--- src/rtl/wsh_pkg.sv ---
package wsh_pkg;

    localparam logic [9:0] XO_SLW   = 10'd24;
    localparam logic [9:0] XO_SRW   = 10'd536;
    localparam logic [9:0] XO_SRAW  = 10'd792;
    localparam logic [9:0] XO_SRAWI = 10'd824;

    typedef enum logic [2:0] {
        OP_NONE  = 3'd0,
        OP_SLW   = 3'd1,
        OP_SRW   = 3'd2,
        OP_SRAW  = 3'd3,
        OP_SRAWI = 3'd4
    } shop_e;

    function automatic shop_e decode_xo(input logic [9:0] xo);
        shop_e op;
        case (xo)
            XO_SLW:   op = OP_SLW;
            XO_SRW:   op = OP_SRW;
            XO_SRAW:  op = OP_SRAW;
            XO_SRAWI: op = OP_SRAWI;
            default:  op = OP_NONE;
        endcase
        return op;
    endfunction

endpackage

--- src/rtl/wsh_count.sv ---
module wsh_count #(
    parameter int WLEN = 32,
    localparam int SHW  = $clog2(WLEN),
    localparam int CNTW = SHW + 1
) (
    input  logic [CNTW-1:0] rb_low_i,
    input  logic [SHW-1:0]  sh_i,
    input  logic            use_imm_i,
    output logic [CNTW-1:0] cnt_o
);
    always_comb begin
        if (use_imm_i) begin
            cnt_o = {1'b0, sh_i};
        end else begin
            cnt_o = rb_low_i;
        end
    end
endmodule

--- src/rtl/wsh_logical.sv ---
module wsh_logical #(
    parameter int WLEN = 32,
    localparam int SHW  = $clog2(WLEN),
    localparam int CNTW = SHW + 1
) (
    input  logic [WLEN-1:0] word_i,
    input  logic [CNTW-1:0] cnt_i,
    input  logic            left_i,
    output logic [WLEN-1:0] res_o
);
    logic [SHW-1:0] amt;

    always_comb begin
        amt = cnt_i[SHW-1:0];
        if (cnt_i[SHW]) begin
            res_o = '0;
        end else if (left_i) begin
            res_o = word_i << amt;
        end else begin
            res_o = word_i >> amt;
        end
    end
endmodule

--- src/rtl/wsh_algebraic.sv ---
module wsh_algebraic #(
    parameter int WLEN = 32,
    localparam int SHW  = $clog2(WLEN),
    localparam int CNTW = SHW + 1
) (
    input  logic [WLEN-1:0] word_i,
    input  logic [CNTW-1:0] cnt_i,
    output logic [WLEN-1:0] res_o,
    output logic            ca_o
);
    logic [SHW-1:0]  amt;
    logic            sign;
    logic [WLEN-1:0] lost_mask;
    logic            lost_one;

    always_comb begin
        amt  = cnt_i[SHW-1:0];
        sign = word_i[WLEN-1];
        for (int i = 0; i < WLEN; i++) begin
            lost_mask[i] = (i < int'(amt));
        end
        lost_one = |(word_i & lost_mask);
        if (cnt_i[SHW]) begin
            res_o = {WLEN{sign}};
            ca_o  = sign;
        end else begin
            res_o = $signed(word_i) >>> amt;
            ca_o  = sign & lost_one;
        end
    end
endmodule

--- src/rtl/wsh_cr0.sv ---
module wsh_cr0 #(
    parameter int WLEN = 32
) (
    input  logic [WLEN-1:0] res_i,
    input  logic            so_i,
    output logic [3:0]      cr_o
);
    logic lt, eq, gt;

    always_comb begin
        lt   = res_i[WLEN-1];
        eq   = (res_i == '0);
        gt   = ~lt & ~eq;
        cr_o = {lt, gt, eq, so_i};
    end
endmodule

--- src/rtl/wsh_unit.sv ---
module wsh_unit
    import wsh_pkg::*;
#(
    parameter int XLEN = 64,
    parameter int WLEN = 32,
    localparam int SHW  = $clog2(WLEN),
    localparam int CNTW = SHW + 1
) (
    input  logic            clk,
    input  logic            rst_n,
    input  logic [XLEN-1:0] rs_i,
    input  logic [XLEN-1:0] rb_i,
    input  logic [SHW-1:0]  sh_i,
    input  logic [9:0]      xo_i,
    input  logic            rc_i,
    input  logic            xer_so_i,
    output logic [XLEN-1:0] rd_o,
    output logic            ca_o,
    output logic            ca_we_o,
    output logic [3:0]      cr0_o,
    output logic            cr0_we_o
);
    typedef struct packed {
        logic [XLEN-1:0] rd;
        logic            ca;
        logic            ca_we;
        logic [3:0]      cr0;
        logic            cr0_we;
    } out_t;

    out_t out_d, out_q;

    shop_e           op;
    logic            use_imm;
    logic [CNTW-1:0] cnt;
    logic [WLEN-1:0] log_res;
    logic [WLEN-1:0] alg_res;
    logic            alg_ca;
    logic [WLEN-1:0] word_res;
    logic [3:0]      cr_field;
    logic            unused_hi;

    assign unused_hi = ^{rb_i[XLEN-1:CNTW], rs_i[XLEN-1:WLEN]};

    assign op      = decode_xo(xo_i);
    assign use_imm = (op == OP_SRAWI);

    wsh_count #(.WLEN(WLEN)) u_count (
        .rb_low_i  (rb_i[CNTW-1:0]),
        .sh_i      (sh_i),
        .use_imm_i (use_imm),
        .cnt_o     (cnt)
    );

    wsh_logical #(.WLEN(WLEN)) u_logical (
        .word_i (rs_i[WLEN-1:0]),
        .cnt_i  (cnt),
        .left_i (op == OP_SLW),
        .res_o  (log_res)
    );

    wsh_algebraic #(.WLEN(WLEN)) u_algebraic (
        .word_i (rs_i[WLEN-1:0]),
        .cnt_i  (cnt),
        .res_o  (alg_res),
        .ca_o   (alg_ca)
    );

    wsh_cr0 #(.WLEN(WLEN)) u_cr0 (
        .res_i (word_res),
        .so_i  (xer_so_i),
        .cr_o  (cr_field)
    );

    always_comb begin
        out_d    = '0;
        word_res = '0;
        case (op)
            OP_SLW, OP_SRW: begin
                word_res     = log_res;
                out_d.rd     = {{(XLEN-WLEN){1'b0}}, log_res};
                out_d.cr0    = cr_field;
                out_d.cr0_we = rc_i;
            end
            OP_SRAW, OP_SRAWI: begin
                word_res     = alg_res;
                out_d.rd     = {{(XLEN-WLEN){alg_res[WLEN-1]}}, alg_res};
                out_d.ca     = alg_ca;
                out_d.ca_we  = 1'b1;
                out_d.cr0    = cr_field;
                out_d.cr0_we = rc_i;
            end
            default: begin
                out_d = '0;
            end
        endcase
    end

    always_ff @(posedge clk or negedge rst_n) begin
        if (!rst_n) begin
            out_q <= '0;
        end else begin
            out_q <= out_d;
        end
    end

    assign rd_o     = out_q.rd;
    assign ca_o     = out_q.ca;
    assign ca_we_o  = out_q.ca_we;
    assign cr0_o    = out_q.cr0;
    assign cr0_we_o = out_q.cr0_we;

endmodule

--- config.mk ---
export PLATFORM = sky130hd
export DESIGN_NAME = wsh_unit
export DESIGN_NICKNAME = d
export VERILOG_FILES = /design/src/rtl/wsh_pkg.sv /design/src/rtl/wsh_count.sv /design/src/rtl/wsh_logical.sv /design/src/rtl/wsh_algebraic.sv /design/src/rtl/wsh_cr0.sv /design/src/rtl/wsh_unit.sv
export SDC_FILE = /design/constraint.sdc
export NUM_CORES = 1
export LEC_CHECK = 0
export BUFFER_PORTS_ARGS = -buffer_cell sky130_fd_sc_hd__clkbuf_2
export CORE_AREA = 2 2 125 127
export CTS_CLUSTER_DIAMETER = 30
export CTS_CLUSTER_SIZE = 14
export DETAILED_ROUTE_END_ITERATION = 6
export DIE_AREA = 0 0 127 129
export GPL_TIMING_DRIVEN = 0
export PLACE_DENSITY = 0.83
export SLEW_MARGIN = 20
export SYNTH_ARGS = -nofsm -noshare
export SYNTH_HDL_FRONTEND = slang
export SYNTH_HIERARCHICAL = 1
export SYNTH_SLANG_ARGS = --single-unit
--- constraint.sdc ---
create_clock -name clk -period 1.45 [get_ports clk]
set_input_delay 0.2175 -clock clk [delete_from_list [all_inputs] [get_ports clk]]
set_output_delay 0.2175 -clock clk [all_outputs]
set_load 0.01 [all_outputs]
; Yosys cells after proc, flatten, opt, wreduce, memory -nomap -nowiden
; Index checks and enable logic that the tools add are counted.
[classes]
order_cmp = 31
eq_ne = 8
shift = 3
mux = 10
bitwise = 5
reduce_logical = 5
[op_table]
columns = cell, n
row1 = $pmux 64 s2, 1
row2 = $mux 32, 3
row3 = $lt 5x5->1 const A, 15
row4 = $pmux 32 s2, 1
row5 = $lt 4x5->1 const A, 8
row6 = $and 32x31->32, 1
row7 = $logic_not 32->1, 1
row8 = $reduce_or 32->1, 1
row9 = $shl 32x5->32, 1
row10 = $shr 32x5->32, 1
row11 = $sshr 32x5->32, 1
row12 = $eq 10x10->1 const B, 3
row13 = $lt 3x5->1 const A, 4
row14 = $pmux 3 s4, 1
row15 = $eq 10x5->1 const B, 1
row16 = $lt 1x5->1 const A, 2
row17 = $lt 2x5->1 const A, 2
row18 = $eq 3x2->1 const B, 2
row19 = $mux 6, 1
row20 = $mux 5, 1
row21 = $reduce_or 2->1, 2
row22 = $reduce_or 4->1, 1
row23 = $eq 3x1->1 const B, 1
row24 = $eq 3x3->1 const B, 1
row25 = other kinds (4), 6
[totals]
reg_bits = 71
inputBits = 147
output_inout_bits = 71
wordCells = 67

; Longest topological paths before layout
[logic_depth]
depth_word = 12
depth_mapped = 22

; Modules after synthesis
; Netlist, hierarchy kept.
[by_module_without_submodules]
columns = mod, instances, cells_per_inst, area_per_inst_um2, seq_area_each_um2
row1 = wsh_logical, 1, 437, 3676.0, 0.0
row2 = wsh_algebraic, 1, 301, 2193.4, 0.0
row3 = wsh_unit, 1, 212, 2187.1, 1001.0
row4 = wsh_cr0, 1, 16, 112.6, 0.0
row5 = wsh_count, 1, 6, 65.1, 0.0

; Least setup slack after synthesis
; Ideal clock, no wire load.
[synth_path]
path_kind = input -> register
start = in xo_i[1]
end = reg out_q, in the netlist cr0_o[2]
setup_ns = 0.111
arrival_ns = 4.882
required_ns = 1.339
slack_ns = -3.543
stages = 22
n_path_buf = 7
path_cell_list = or4b_1 buf_2 buf_2 nor3_1 mux2_2 buf_2 inv_1 buf_4 buf_4 buf_4 mux4_2 nand2_1 a22oi_1 a21oi_1 or3b_2 a211oi_1 nor4_1 nand4_1 o21ba_1 buf_4 inv_1 a2111oi_2
[synth_rtl]
columns = item, line
row1 = start: declaration, wsh_unit.sv:14  ; input logic [9:0] xo_i,
row2 = end signal: assignment, wsh_unit.sv:103  ; out_q <= out_d;
row3 = end: declaration, wsh_unit.sv:31  ; out_t out_d, out_q;

==> results.sh <==
export IMPL_crit_path_end_kind="register"
export IMPL_vias=10000
export IMPL_final_core_util_pct=74.3
export IMPL_cts_max_path_buffers=2
export IMPL_seqCellArea_um2=1000
export IMPL_required_ps=1620
export IMPL_syn_num_nets=1119
export IMPL_hold_path_class="in -> async"
export IMPL_arrival_ps=4840
export IMPL_cts_sinks=40
export IMPL_multi_input_area_um2=7590
export IMPL_preCtsSetupSlack_ps=-4140
export IMPL_cp_num_cells=23
export IMPL_maxSlewViolCount=0
export IMPL_synth_top_area_share_pct=17.8
export IMPL_drt_pass1_iterations=7
export IMPL_start_kind="input pin"
export IMPL_peakVddDrop_v=0.000539
export IMPL_crit_path_top_delay_cell="or4b_4"
export IMPL_ys_types=73
export IMPL_path_class="in -> reg"
export IMPL_postSynthRegisterBits=40
export IMPL_gp_congestion=1.07
export IMPL_yosys_warnings=6
export IMPL_path_cells="clkbuf_2 -> or4b_4 -> buf_12 -> nor3_4 -> buf_12 -> buf_4 -> mux2_4 -> buf_8 -> inv_4 -> buf_12 -> buf_12 -> buf_12 -> mux2i_2 -> o22ai_1 -> nor3_1 -> a211oi_2 -> or3b_4 -> a211oi_4 -> nor4_1 -> nand4_1 -> nor2_2 -> inv_1 -> a2111oi_2"
export IMPL_drive_gt1_share_pct=51.7
export IMPL_post_dp_hpwl_um=27000
export IMPL_async_flop_share_pct=100
export IMPL_dp_cells=1285
export IMPL_rows=45
export IMPL_place_area_um2=9440
export IMPL_cts_clk_slew_worst_paths_ps=60
export IMPL_syn_area_per_cell_um2=8.47
export IMPL_wire_per_inst_um=29.5
export IMPL_final_setup_tns_ps=-87520
export IMPL_area_growth_pct=35.2
export IMPL_start_util_pct=55.0
export IMPL_rsz0062_at_grt="yes"
export IMPL_grt_pass1_vias=9173
export IMPL_drc_errors=2
export IMPL_final_cell_count_no_fill=1334
export IMPL_worst_path_most_repeated_cell="buf_12"
export IMPL_via_per_inst=7.51
export IMPL_ys_flop_type="dfrtp_1"
export IMPL_crit_path_max_incr_delay_ps=580
export IMPL_slew_limit_headroom_pct=23.6
export IMPL_io_buffer_count=125
export IMPL_grtUsageTotal_pct=46.1
export IMPL_setup_ws_ps=-3220
export IMPL_violations="design-rule violations, negative setup slack"
export IMPL_hold_viol=0
export IMPL_grt_pass1_wl_um=57400
export IMPL_synth_edf_count=0
export IMPL_cp_num_buf_inv=10
export IMPL_p_leak_nw=4.34
export IMPL_finalPower_mw=5.78
export IMPL_core_area_um2=15000
export IMPL_htree_levels=2
export IMPL_grt_start_max_net_pins=41
export IMPL_syn_area_um2=8230
export IMPL_whs_ps=62.2
export IMPL_cap_viol_max_count=0
export IMPL_n_fill_cell=1040
export IMPL_die_h_um=129
export IMPL_max_freq_ghz=0.214
export IMPL_fin_area_um2=11100
export IMPL_dieArea_um2=16400
export IMPL_cts_root_buffer="clkbuf_16"
export IMPL_grt_ovfl_total=0
export IMPL_status="finished with violations"
export IMPL_yosysSeqAreaShare_pct=12.2
export IMPL_fin_crit_ps=4670
export IMPL_crit_fanout=10
export IMPL_setup_viol=36
export IMPL_num_nets_final=1292
export IMPL_synth_top_cell_by_area="mux4_2"
export IMPL_fp_dieW_um=127
export IMPL_cts_tree="yes"
export IMPL_cp_top_family="simple AND/OR/NAND/NOR gates"
export IMPL_finalCritPeriodShare_pct=322
export IMPL_synth_cells=972
export IMPL_drt_iter0_drc=1573
export IMPL_antenna_left=0
export IMPL_pin_count=218
export IMPL_antenna_cells=0
export IMPL_grt_antenna_before_repair=0
export IMPL_p_per_area_nw_per_um2=520
export IMPL_drt_wl_total_um=39300
export IMPL_tightest_slew_ps=1150
export IMPL_numCtsBuffers=5
export IMPL_yosys_top_cells_area="mux4_2, dfrtp_1, mux2i_1, mux2_2, nand2_1"
## per-layer routing
metal	vias to the layer above	GRT usage, %	share of wire, %
met3	227	14.2	15
met2	1116	69.8	42
li1	4074	-	-
met4	0	21.9	6.9
met5	-	0	0
met1	4605	60.7	35
## layout make-up
type	instances	area share, %
Inverter	18	0.708
Clock inverter	3	0.416
Timing Repair Buffer	170	9.33
Buffer	130	9.09
Tap cell	188	2.11
Clock buffer	5	1.12
Multi-Input combinational cell	780	68.2
Sequential cell	40	9.03
## synthesized netlist by cell type (5+ instances only)
library cell / instances
nor2_1: 53
mux4_1: 6
buf_2: 23
o221ai_1: 7
nor2b_1: 7
a211oi_1: 39
mux2i_1: 80
clkbuf_1: 45
buf_1: 13
inv_1: 15
nand2_1: 123
a31oi_1: 21
dfrtp_1: 40
nand3_1: 55
buf_4: 42
mux4_2: 65
a21oi_1: 42
buf_6: 6
nor4_1: 9
nor3_1: 14
o211ai_1: 21
o31ai_1: 5
a22oi_1: 13
o21ai_0: 46
or3b_2: 33
mux2_2: 42
o22ai_1: 10
and3_1: 5
o32ai_1: 7
## cells in the final DEF, fill, tap and decap left out, types with 15 or more instances in the layout
cell type  count
a211oi_4      26
a21oi_1       35
buf_2         16
buf_4         76
buf_6         15
clkbuf_1      23
clkbuf_2     137
dfrtp_1       39
mux2_2        31
mux2i_1       59
mux4_2        65
nand2_1      111
nand3_1       52
nor2_1        37
o211ai_1      21
o21ai_0       36
or3b_4        31
## registers in the layout (all words and copies together) (netlist names)
register  count
ca_o          1
ca_we_o       1
cr0_o         4
cr0_we_o      1
rd_o         33
## final timing paths
path	start	to	slack (ps)
max	xo_i[1]	cr0_o[1]	-3220
min	rst_n	rd_o[21]	60
max in group asynchronous	rst_n	rd_o[62]	710
min in group clk	rc_i	cr0_we_o	170
## cell families (layout without fill, tap and decap cells)
| group | count (synthesis) | in the layout | synth area share [%] |
|---|---|---|---|
| buffers and inverters | 152 | 326 | 10.6 |
| multiplexers | 196 | 196 | 35.6 |
| flip-flops | 40 | 40 | 12.2 |
| AO/OA/AOI/OAI | 256 | 256 | 21.7 |
| adder cells (fa/ha/maj) | 1 | 1 | 0.137 |
| AND/OR/NAND/NOR | 327 | 327 | 19.8 |
## power by group
part / internal (mW) / switching [mW] / total (mW)
sequential: 1.12 / 0.000691 / 1.12
combinational: 1.33 / 2.05 / 3.39
clock: 0.817 / 0.463 / 1.28
total: 3.27 / 2.51 / 5.78
## repair_timing
| action | 4_1_cts | 5_1_grt |
|---|---|---|
| gates cloned | 2 | 0 |
| pin swaps | 84 | 39 |
| setup buffers | 32 | 13 |
| hold buffers | 0 | 0 |
| resized for setup | 209 | 70 |
| setup endpoints to repair | 69 | 37 |
Power figures use the tool's default switching activity.
